`src/rtl/dma_pkg.sv`:
```
package dma_pkg;
  localparam int DW    = 32;
  localparam int B_EN  = 0;
  localparam int B_END = 1;
  localparam int B_IE  = 2;
  localparam int B_AUTO = 9;

  typedef enum logic [1:0] {ST_IDLE, ST_RD, ST_WR} eng_st_t;

  function automatic logic [4:0] unit_bytes(input logic [1:0] sz);
    case (sz)
      2'd0: unit_bytes = 5'd1;
      2'd1: unit_bytes = 5'd2;
      2'd2: unit_bytes = 5'd4;
      default: unit_bytes = 5'd16;
    endcase
  endfunction

  function automatic logic [DW-1:0] step_addr(input logic [DW-1:0] a,
                                              input logic [1:0] mode,
                                              input logic [1:0] sz);
    case (mode)
      2'd1: step_addr = a + DW'(unit_bytes(sz));
      2'd2: step_addr = a - DW'(unit_bytes(sz));
      default: step_addr = a;
    endcase
  endfunction
endpackage

```
`src/rtl/dma_chan.sv`:
```
module dma_chan
  import dma_pkg::*;
#(
  parameter int AW = 32,
  parameter int CW = 24
) (
  input  logic          clk,
  input  logic          rst_n,
  input  logic          wr_en,
  input  logic [1:0]    wr_idx,
  input  logic [31:0]   wr_data,
  input  logic          start_evt,
  input  logic          master_en,
  input  logic          unit_done,
  input  logic [AW-1:0] src_nxt,
  input  logic [AW-1:0] dst_nxt,
  input  logic          finish,
  output logic [AW-1:0] src,
  output logic [AW-1:0] dst,
  output logic [CW-1:0] cnt,
  output logic [15:0]   ctrl,
  output logic          active
);
  logic arm_ok;
  assign arm_ok = start_evt && master_en && ctrl[B_EN] && !ctrl[B_END] && !active;

  always_ff @(posedge clk) begin
    if (!rst_n) begin
      src <= '0; dst <= '0; cnt <= '0; ctrl <= '0; active <= 1'b0;
    end else begin
      if (wr_en) begin
        case (wr_idx)
          2'd0: src <= wr_data[AW-1:0];
          2'd1: dst <= wr_data[AW-1:0];
          2'd2: cnt <= wr_data[CW-1:0];
          default: ctrl <= {wr_data[15:2], ctrl[B_END] & wr_data[B_END], wr_data[B_EN]};
        endcase
      end
      if (unit_done) begin
        src <= src_nxt;
        dst <= dst_nxt;
        cnt <= cnt - 1'b1;
      end
      if (arm_ok) active <= 1'b1;
      if (finish) begin
        ctrl[B_END] <= 1'b1;
        active <= 1'b0;
      end
    end
  end

  // end flag only clears by a software write of 0
  a_r8_end_sticky: assert property (@(posedge clk) disable iff (!rst_n)
    ctrl[B_END] && !(wr_en && wr_idx == 2'd3 && !wr_data[B_END]) |=> ctrl[B_END]);
  // arming only under the three-way enable
  a_r4_arm_gate: assert property (@(posedge clk) disable iff (!rst_n)
    $rose(active) |-> $past(master_en && ctrl[B_EN] && !ctrl[B_END]));
  // the engine never completes a unit on an exhausted count
  a_r6_no_unit_at_zero: assert property (@(posedge clk) disable iff (!rst_n)
    unit_done |-> cnt != '0);
endmodule

```
`src/rtl/dma_engine.sv`:
```
module dma_engine
  import dma_pkg::*;
#(
  parameter int AW = 32,
  parameter int CW = 24
) (
  input  logic                 clk,
  input  logic                 rst_n,
  input  logic [1:0]           active,
  input  logic [1:0]           dreq,
  input  logic [1:0][AW-1:0]   src_a,
  input  logic [1:0][AW-1:0]   dst_a,
  input  logic [1:0][CW-1:0]   cnt_a,
  input  logic [1:0][15:0]     ctrl_a,
  output logic [1:0]           unit_done,
  output logic [1:0]           finish,
  output logic [AW-1:0]        src_nxt,
  output logic [AW-1:0]        dst_nxt,
  output logic                 mem_req,
  output logic                 mem_we,
  output logic [1:0]           mem_size,
  output logic [AW-1:0]        mem_addr,
  output logic [31:0]          mem_wdata,
  input  logic [31:0]          mem_rdata,
  input  logic                 mem_ack
);
  localparam int NCH = 2;

  eng_st_t     st;
  logic        ch;
  logic [1:0]  beat;
  logic [31:0] hold_q;
  logic [NCH-1:0] ready;
  logic        sel;
  logic [1:0]  sz;
  logic [4:0]  off;
  logic        unit_last;

  for (genvar i = 0; i < NCH; i++) begin : g_rdy
    assign ready[i] = active[i] && (cnt_a[i] == '0 || ctrl_a[i][B_AUTO] || dreq[i]);
  end

  assign sel       = ready[0] ? 1'b0 : 1'b1;
  assign sz        = ctrl_a[ch][11:10];
  assign off       = (sz == 2'd3) ? {1'b0, beat, 2'b00} : 5'd0;
  assign mem_req   = (st != ST_IDLE);
  assign mem_we    = (st == ST_WR);
  assign mem_size  = (sz == 2'd3) ? 2'd2 : sz;
  assign mem_addr  = ((st == ST_WR) ? dst_a[ch] : src_a[ch]) + AW'(off);
  assign mem_wdata = hold_q;
  assign unit_last = (st == ST_WR) && mem_ack && (sz != 2'd3 || beat == 2'd3);

  assign src_nxt = (sz == 2'd3) ? src_a[ch] + AW'(16)
                 : AW'(step_addr(DW'(src_a[ch]), ctrl_a[ch][13:12], sz));
  assign dst_nxt = AW'(step_addr(DW'(dst_a[ch]), ctrl_a[ch][15:14], sz));

  always_comb begin
    unit_done = '0;
    finish    = '0;
    if (unit_last) unit_done[ch] = 1'b1;
    if (st == ST_IDLE && (|ready) && cnt_a[sel] == '0) finish[sel] = 1'b1;
  end

  always_ff @(posedge clk) begin
    if (!rst_n) begin
      st <= ST_IDLE; ch <= 1'b0; beat <= '0; hold_q <= '0;
    end else begin
      case (st)
        ST_IDLE: if (|ready) begin
          ch   <= sel;
          beat <= '0;
          if (cnt_a[sel] != '0) st <= ST_RD;
        end
        ST_RD: if (mem_ack) begin
          hold_q <= mem_rdata;
          st     <= ST_WR;
        end
        default: if (mem_ack) begin
          if (sz == 2'd3 && beat != 2'd3) begin
            beat <= beat + 1'b1;
            st   <= ST_RD;
          end else begin
            st <= ST_IDLE;
          end
        end
      endcase
    end
  end

  // a pending access stays unchanged until accepted
  a_r11_req_hold: assert property (@(posedge clk) disable iff (!rst_n)
    mem_req && !mem_ack |=> mem_req && $stable(mem_addr) && $stable(mem_we));
  // the bus never sees a size wider than a word
  a_r2_size_legal: assert property (@(posedge clk) disable iff (!rst_n)
    mem_req |-> mem_size != 2'd3);
  // at most one channel event per cycle
  a_r6_single_event: assert property (@(posedge clk) disable iff (!rst_n)
    $onehot0({unit_done, finish}));
endmodule

```
`src/rtl/dma2ch.sv`:
```
module dma2ch
  import dma_pkg::*;
#(
  parameter int AW = 32,
  parameter int CW = 24
) (
  input  logic          clk,
  input  logic          rst_n,
  input  logic          reg_wr,
  input  logic [5:0]    reg_addr,
  input  logic [31:0]   reg_wdata,
  output logic [31:0]   reg_rdata,
  input  logic [1:0]    dreq,
  output logic          mem_req,
  output logic          mem_we,
  output logic [1:0]    mem_size,
  output logic [AW-1:0] mem_addr,
  output logic [31:0]   mem_wdata,
  input  logic [31:0]   mem_rdata,
  input  logic          mem_ack,
  output logic          irq,
  output logic [3:0]    irq_level,
  output logic [6:0]    irq_vector
);
  localparam int NCH = 2;

  logic [NCH-1:0][AW-1:0] src_a, dst_a;
  logic [NCH-1:0][CW-1:0] cnt_a;
  logic [NCH-1:0][15:0]   ctrl_a;
  logic [NCH-1:0]         active, unit_done, finish;
  logic [AW-1:0]          src_nxt, dst_nxt;
  logic                   op_en, en_q, ctrl_wr_q, start_evt;
  logic [NCH-1:0][6:0]    vec;
  logic [7:0]             lvl_reg;
  logic [3:0]             widx;

  assign widx      = reg_addr[5:2];
  assign start_evt = ctrl_wr_q | (op_en & ~en_q);

  for (genvar i = 0; i < NCH; i++) begin : g_ch
    dma_chan #(.AW(AW), .CW(CW)) u_ch (
      .clk(clk), .rst_n(rst_n),
      .wr_en(reg_wr && !reg_addr[5] && reg_addr[4] == i[0]),
      .wr_idx(reg_addr[3:2]), .wr_data(reg_wdata),
      .start_evt(start_evt), .master_en(op_en),
      .unit_done(unit_done[i]), .src_nxt(src_nxt), .dst_nxt(dst_nxt),
      .finish(finish[i]),
      .src(src_a[i]), .dst(dst_a[i]), .cnt(cnt_a[i]), .ctrl(ctrl_a[i]),
      .active(active[i])
    );
  end

  dma_engine #(.AW(AW), .CW(CW)) u_eng (
    .clk(clk), .rst_n(rst_n), .active(active), .dreq(dreq),
    .src_a(src_a), .dst_a(dst_a), .cnt_a(cnt_a), .ctrl_a(ctrl_a),
    .unit_done(unit_done), .finish(finish),
    .src_nxt(src_nxt), .dst_nxt(dst_nxt),
    .mem_req(mem_req), .mem_we(mem_we), .mem_size(mem_size),
    .mem_addr(mem_addr), .mem_wdata(mem_wdata),
    .mem_rdata(mem_rdata), .mem_ack(mem_ack)
  );

  always_ff @(posedge clk) begin
    if (!rst_n) begin
      op_en <= 1'b0; en_q <= 1'b0; ctrl_wr_q <= 1'b0;
      vec <= '0; lvl_reg <= '0;
      irq <= 1'b0; irq_level <= '0; irq_vector <= '0;
    end else begin
      en_q      <= op_en;
      ctrl_wr_q <= reg_wr && !reg_addr[5] && reg_addr[3:2] == 2'd3;
      if (reg_wr) begin
        case (widx)
          4'd8:  op_en   <= reg_wdata[0];
          4'd9:  vec[0]  <= reg_wdata[6:0];
          4'd10: vec[1]  <= reg_wdata[6:0];
          4'd11: lvl_reg <= reg_wdata[7:0];
          default: ;
        endcase
      end
      irq <= 1'b0;
      for (int i = 0; i < NCH; i++) begin
        if (finish[i] && ctrl_a[i][B_IE]) begin
          irq        <= 1'b1;
          irq_level  <= lvl_reg[3:0];
          irq_vector <= vec[i];
        end
      end
    end
  end

  always_comb begin
    case (widx)
      4'd0:  reg_rdata = 32'(src_a[0]);
      4'd1:  reg_rdata = 32'(dst_a[0]);
      4'd2:  reg_rdata = 32'(cnt_a[0]);
      4'd3:  reg_rdata = {16'd0, ctrl_a[0]};
      4'd4:  reg_rdata = 32'(src_a[1]);
      4'd5:  reg_rdata = 32'(dst_a[1]);
      4'd6:  reg_rdata = 32'(cnt_a[1]);
      4'd7:  reg_rdata = {16'd0, ctrl_a[1]};
      4'd8:  reg_rdata = {31'd0, op_en};
      4'd9:  reg_rdata = {25'd0, vec[0]};
      4'd10: reg_rdata = {25'd0, vec[1]};
      4'd11: reg_rdata = {24'd0, lvl_reg};
      default: reg_rdata = '0;
    endcase
  end

  // an interrupt always follows a channel reaching its end flag
  a_r9_irq_with_end: assert property (@(posedge clk) disable iff (!rst_n)
    irq |-> (ctrl_a[0][B_END] || ctrl_a[1][B_END]));
  // no channel arms without the global enable
  a_r5_idle_when_off: assert property (@(posedge clk) disable iff (!rst_n)
    !op_en && !$past(op_en) && $past(active) == '0 |-> active == '0);
endmodule

```
`config.mk`:
```
export PLATFORM = sky130hd
export DESIGN_NAME = dma2ch
export DESIGN_NICKNAME = d
export VERILOG_FILES = /design/src/rtl/dma_pkg.sv /design/src/rtl/dma_chan.sv /design/src/rtl/dma_engine.sv /design/src/rtl/dma2ch.sv
export SDC_FILE = /design/constraint.sdc
export NUM_CORES = 1
export LEC_CHECK = 0
export BUFFER_PORTS_ARGS = -buffer_cell sky130_fd_sc_hd__buf_2
export CAP_MARGIN = 20
export CORE_MARGIN = 3
export CORE_UTILIZATION = 45
export CTS_CLUSTER_DIAMETER = 150
export DETAILED_ROUTE_END_ITERATION = 16
export GPL_ROUTABILITY_DRIVEN = 0
export PLACE_DENSITY_LB_ADDON = 0.2
export SYNTH_ARGS = -nofsm -noshare
export SYNTH_HDL_FRONTEND = slang
export SYNTH_HIERARCHICAL = 1
export SYNTH_SLANG_ARGS = --single-unit
```
`constraint.sdc`:
```
create_clock -name clk -period 6.95 [get_ports clk]
set_clock_uncertainty 0.15 [all_clocks]
set_input_delay 0.3475 -clock clk [delete_from_list [all_inputs] [get_ports clk]]
set_output_delay 0.3475 -clock clk [all_outputs]
set_load 0.05 [all_outputs]
```
==> impl_summary.md <==
Run status
The flow ran to the end, and the final reports show no timing, DRC or antenna violations.

Setup path
The most critical setup path has its endpoint at mem_addr[20]. The sort of element at the end of the critical path is a primary output. The peak fanout along the critical path is 41. The endpoint identified for the worst register-to-register timing path is g_ch[0].u_ch/src[29].

The critical path data required time is about 6.5 ns. The logic depth of the worst register-to-register path is 15. The critical path startpoint is u_eng/st[1]. The startpoint-to-endpoint class of the critical path is register to primary output. The worst flop-to-flop path startpoint is u_eng/ch.

The type of origin of the critical path is a register. The register-to-register setup slack is 1.98 ns. The data arrival time of the critical path is 5.06 ns.

Clock tree
In this run, CTS created clock tree buffers numbering 36. The clock insertion delay at the later pin of the skew report is about 0.6 ns. The root cell of the clock tree is clkbuf_16.

The depth of the CTS H-tree is 2. TritonCTS built the clock tree. In this run the deepest clock path goes through 3 buffers.

The clock-pin transition on the worst setup and hold timing paths is 0.06 ns. The post-CTS resize count is 0. The clock sink total is 284.

Yosys
The share of synthesized area occupied by flip-flops and latches is 26.2%. Yosys mapped the design onto 104 distinct sky130hd cell types. In the synthesized netlist the dominant register cell turns out to be dfxtp_1. The number of nets produced by synthesis is 2977. By area the synthesized netlist is led by dfxtp_1 26%, mux2i_1 11%, a21oi_1 7.7%, nor2_1 7.2%, nand2_1 4.6%. The most instantiated library cell after synthesis is nor2_1.

The top cell type by area accounts for 26.2% of the synthesized area. The simple logic cell fraction of the synthesized area is 22.6%. The number of enable-type register cells in the synthesized netlist is 0. Summing the areas of all fa, ha and maj instances in the mapped netlist gives 4.48% of the synthesized area. After technology mapping, the gate count stands at ~2800. After Yosys synthesis, XOR and XNOR cells account for 3.71% of the synthesized area. The number of storage elements in the synthesis netlist is ~280. The library cell with the largest summed area after synthesis is dfxtp_1. The commonest cells after synthesis are 414 x nor2_1, 333 x a21oi_1, 284 x dfxtp_1, 264 x nand2_1, 244 x mux2i_1.

The post-synthesis compound-gate area fraction is 21.9%. By area, the combinational part of the netlist is dominated by simple AND/OR/NAND/NOR gates. The netlist area before placement is about 22000 µm². Measured against the total synthesized area, the mux share comes to 15.7%. The share of flip-flops with an asynchronous set or reset after synthesis is 0%. The total of warnings raised by yosys is 6.

Dividing the synthesized area by the synthesized cell count gives about 7.7 µm².

Layout
Compared with the post-synthesis result, the final layout area differs by 13.0%. The fraction of layout instances using a drive strength above 1 is 13.9%. The net total in the final layout is around 3100.

The largest registers in the layout are g_ch.u_ch/dst x64, g_ch.u_ch/src x64, g_ch.u_ch/cnt x48. The number of antenna diodes in the final layout is 0. Counting the fill cells in the layout gives 4438.

Pwr
The internal power of the cells is 0.00295 W. Per report_power, the combinational group accounts for 10.4% of the total. The peak supply drop is 0.132 mV. In this run switching power makes up between 20% and 30% of total power.

Summed over all nets, the switching power comes to about 0.0011 W. The sequential power share is between 40 and 50%. The power density over cell area is about 160 nW/µm². The clock network fraction of design power is 48.3%. The analysis attributes to cell leakage a power of 10.8 nW.

Die
The floorplan step set the die height to 226 µm. The die covers 51000 µm². The core region is 47100 µm². In this run the horizontal extent of the chip is roughly 230 µm. The number of placement rows is just under 80. The initial core utilization is 46.1%. The number of top-level design ports is about 190.

STA
Setup repair after global routing left no endpoint under its margin. After layout, the worst path uses 80.0% of the clock period. Adding up every negative setup slack in the final design gives 0 ns.

The final count of hold timing violations was 0. The worst hold slack is 0.0426 ns. Headroom to the max-slew limit came out at a little under a third. The max-slew violation count is 0. Setup violations remaining at the end of the flow were counted as 0.

For the finished layout, the period the worst path requires is 5.56 ns. The transition time at the pin with the least slew margin is 1.05 ns. Based on the critical path, the design can be clocked at up to 180 MHz.

Detailed routing
The routed length per instance is between 20 and 25 µm. The total number of vias is 22200. The first-pass detailed-route iteration total is 6. In the routed design, unresolved DRC markers number 0. The total routed wirelength is around 79 mm. Once detail routing completed, the nets flagged for antenna violations numbered 0. The count of routing violations after the opening detailed-route iteration is about 2500. The via-per-instance ratio is 6.23.

Placed design
Input and output buffers added on the ports amount to 185. After legalization and detailed placement, the total HPWL measured 55.2 mm.

Global route
The first global-routing pass estimated 122 mm of wire. Entering global routing, the biggest net connects 156 pins. The overall fraction of global-route tracks in use is 30.3%. The initial antenna violation count is 1. The via count of the first global-routing pass is ~21000. For this run the aggregate overflow at the end of global routing stands at 0.

Hold path
The depth of the worst hold-timing path is 3. The worst hold path belongs to the class input pin to register.

Run
The count of maximum capacitance violations is 0.
-- metal layers --
layer | GRT usage, % | share of wire [%] | wire [µm]
met1 | 41.6 | 43 | 33800
met2 | 48.1 | 45 | 35600
met3 | 5.45 | 9.4 | 7440
met4 | 9.98 | 3.1 | 2460
met5 | 0 | 0 | 0
-- through the flow --
stage          worst slack [ns]  total power, W  area (µm²)  std cells  util, %
3_3_place_gp               2.08         0.00208       22800       3455     48.4
3_5_place_dp               2.10         0.00209       22900       3456     48.5
2_1_floorplan              1.72         0.00194       21700       2825        -
4_1_cts                    1.49         0.00406       24500       3567     52.1
6_report                   1.39         0.00404       24600       3568     52.1
5_1_grt                    1.19         0.00418       24600       3568     52.1
-- placed cells by master, fill, tap and decap left out, types with 29 or more instances in the layout --
cell and instances:
a21boi_0 34, a21o_1 37, a21oi_1 333, buf_2 184, buf_4 29, clkbuf_16 36, dfxtp_1 283, dlygate4sd3_1 47
ha_1 72, inv_1 77, mux2_2 46, mux2i_1 244, nand2_1 264, nand3_1 64, nor2_1 414, nor2b_1 48
nor3_1 42, o21ai_0 112, xnor2_1 62, xor2_1 30
-- what timing repair did --
item	CTS	global route
setup buffers	0	0
hold endpoints to repair	55	0
hold buffers	47	0
-- worst max-delay path: stages, from the launching register on --
cell	delay (ns)
dfxtp_1	0.43
or2b_4	0.49
inv_2	0.65
nor2_1	0.13
nor2_1	0.25
fa_1	0.33
o2111ai_1	0.34
or3_1	0.57
nor2_4	0.25
nand2_1	0.10
xnor2_1	0.13
nor2_1	0.05
a21oi_1	0.39
buf_2	0.35
-- cells by family (layout without fill, tap and decap cells) --
group,after synthesis,in the layout
AND/OR/NAND/NOR,1030,1030
AO/OA/AOI/OAI,761,761
multiplexers,310,310
flip-flops,284,284
buffers and inverters,272,408
XOR/XNOR,92,92
adder cells (fa/ha/maj),76,76
-- worst min-delay path by stage --
stage	slack [ns]	from	to
global placement	0.29	g_ch[1].u_ch/ctrl[8]	g_ch[1].u_ch/ctrl[8]
global route	0.04	reg_wdata[5]	g_ch[1].u_ch/ctrl[5]
CTS	0.01	reg_wdata[17]	g_ch[1].u_ch/cnt[17]
finish	0.04	reg_wdata[21]	g_ch[0].u_ch/cnt[21]
detailed placement	0.30	g_ch[1].u_ch/ctrl[8]	g_ch[1].u_ch/ctrl[8]
floorplan	0.28	g_ch[1].u_ch/ctrl[4]	g_ch[1].u_ch/ctrl[4]
-- power by group through the flow --
stage	Clock (W)	Sequential [W]	Combinational, W
finish	0.00195	0.00167	0.000421
global route	0.00206	0.00167	0.000448
global placement	0	0.00170	0.000383
detailed placement	0	0.00170	0.000388
CTS	0.00199	0.00167	0.000411
floorplan	0	0.00169	0.000250
-- cell type report --
cell class                 instances  area, µm²  area share, %
multi-input combinational       2269      14900           60.7
sequential                       284       5690           23.2
timing repair buffer             264       1680           6.86
clock buffer                      52       1030           4.20
tap                              607        759           3.09
inverter                          80        303           1.23
clock inverter                    12        189          0.769
Power figures use the tool's default switching activity.
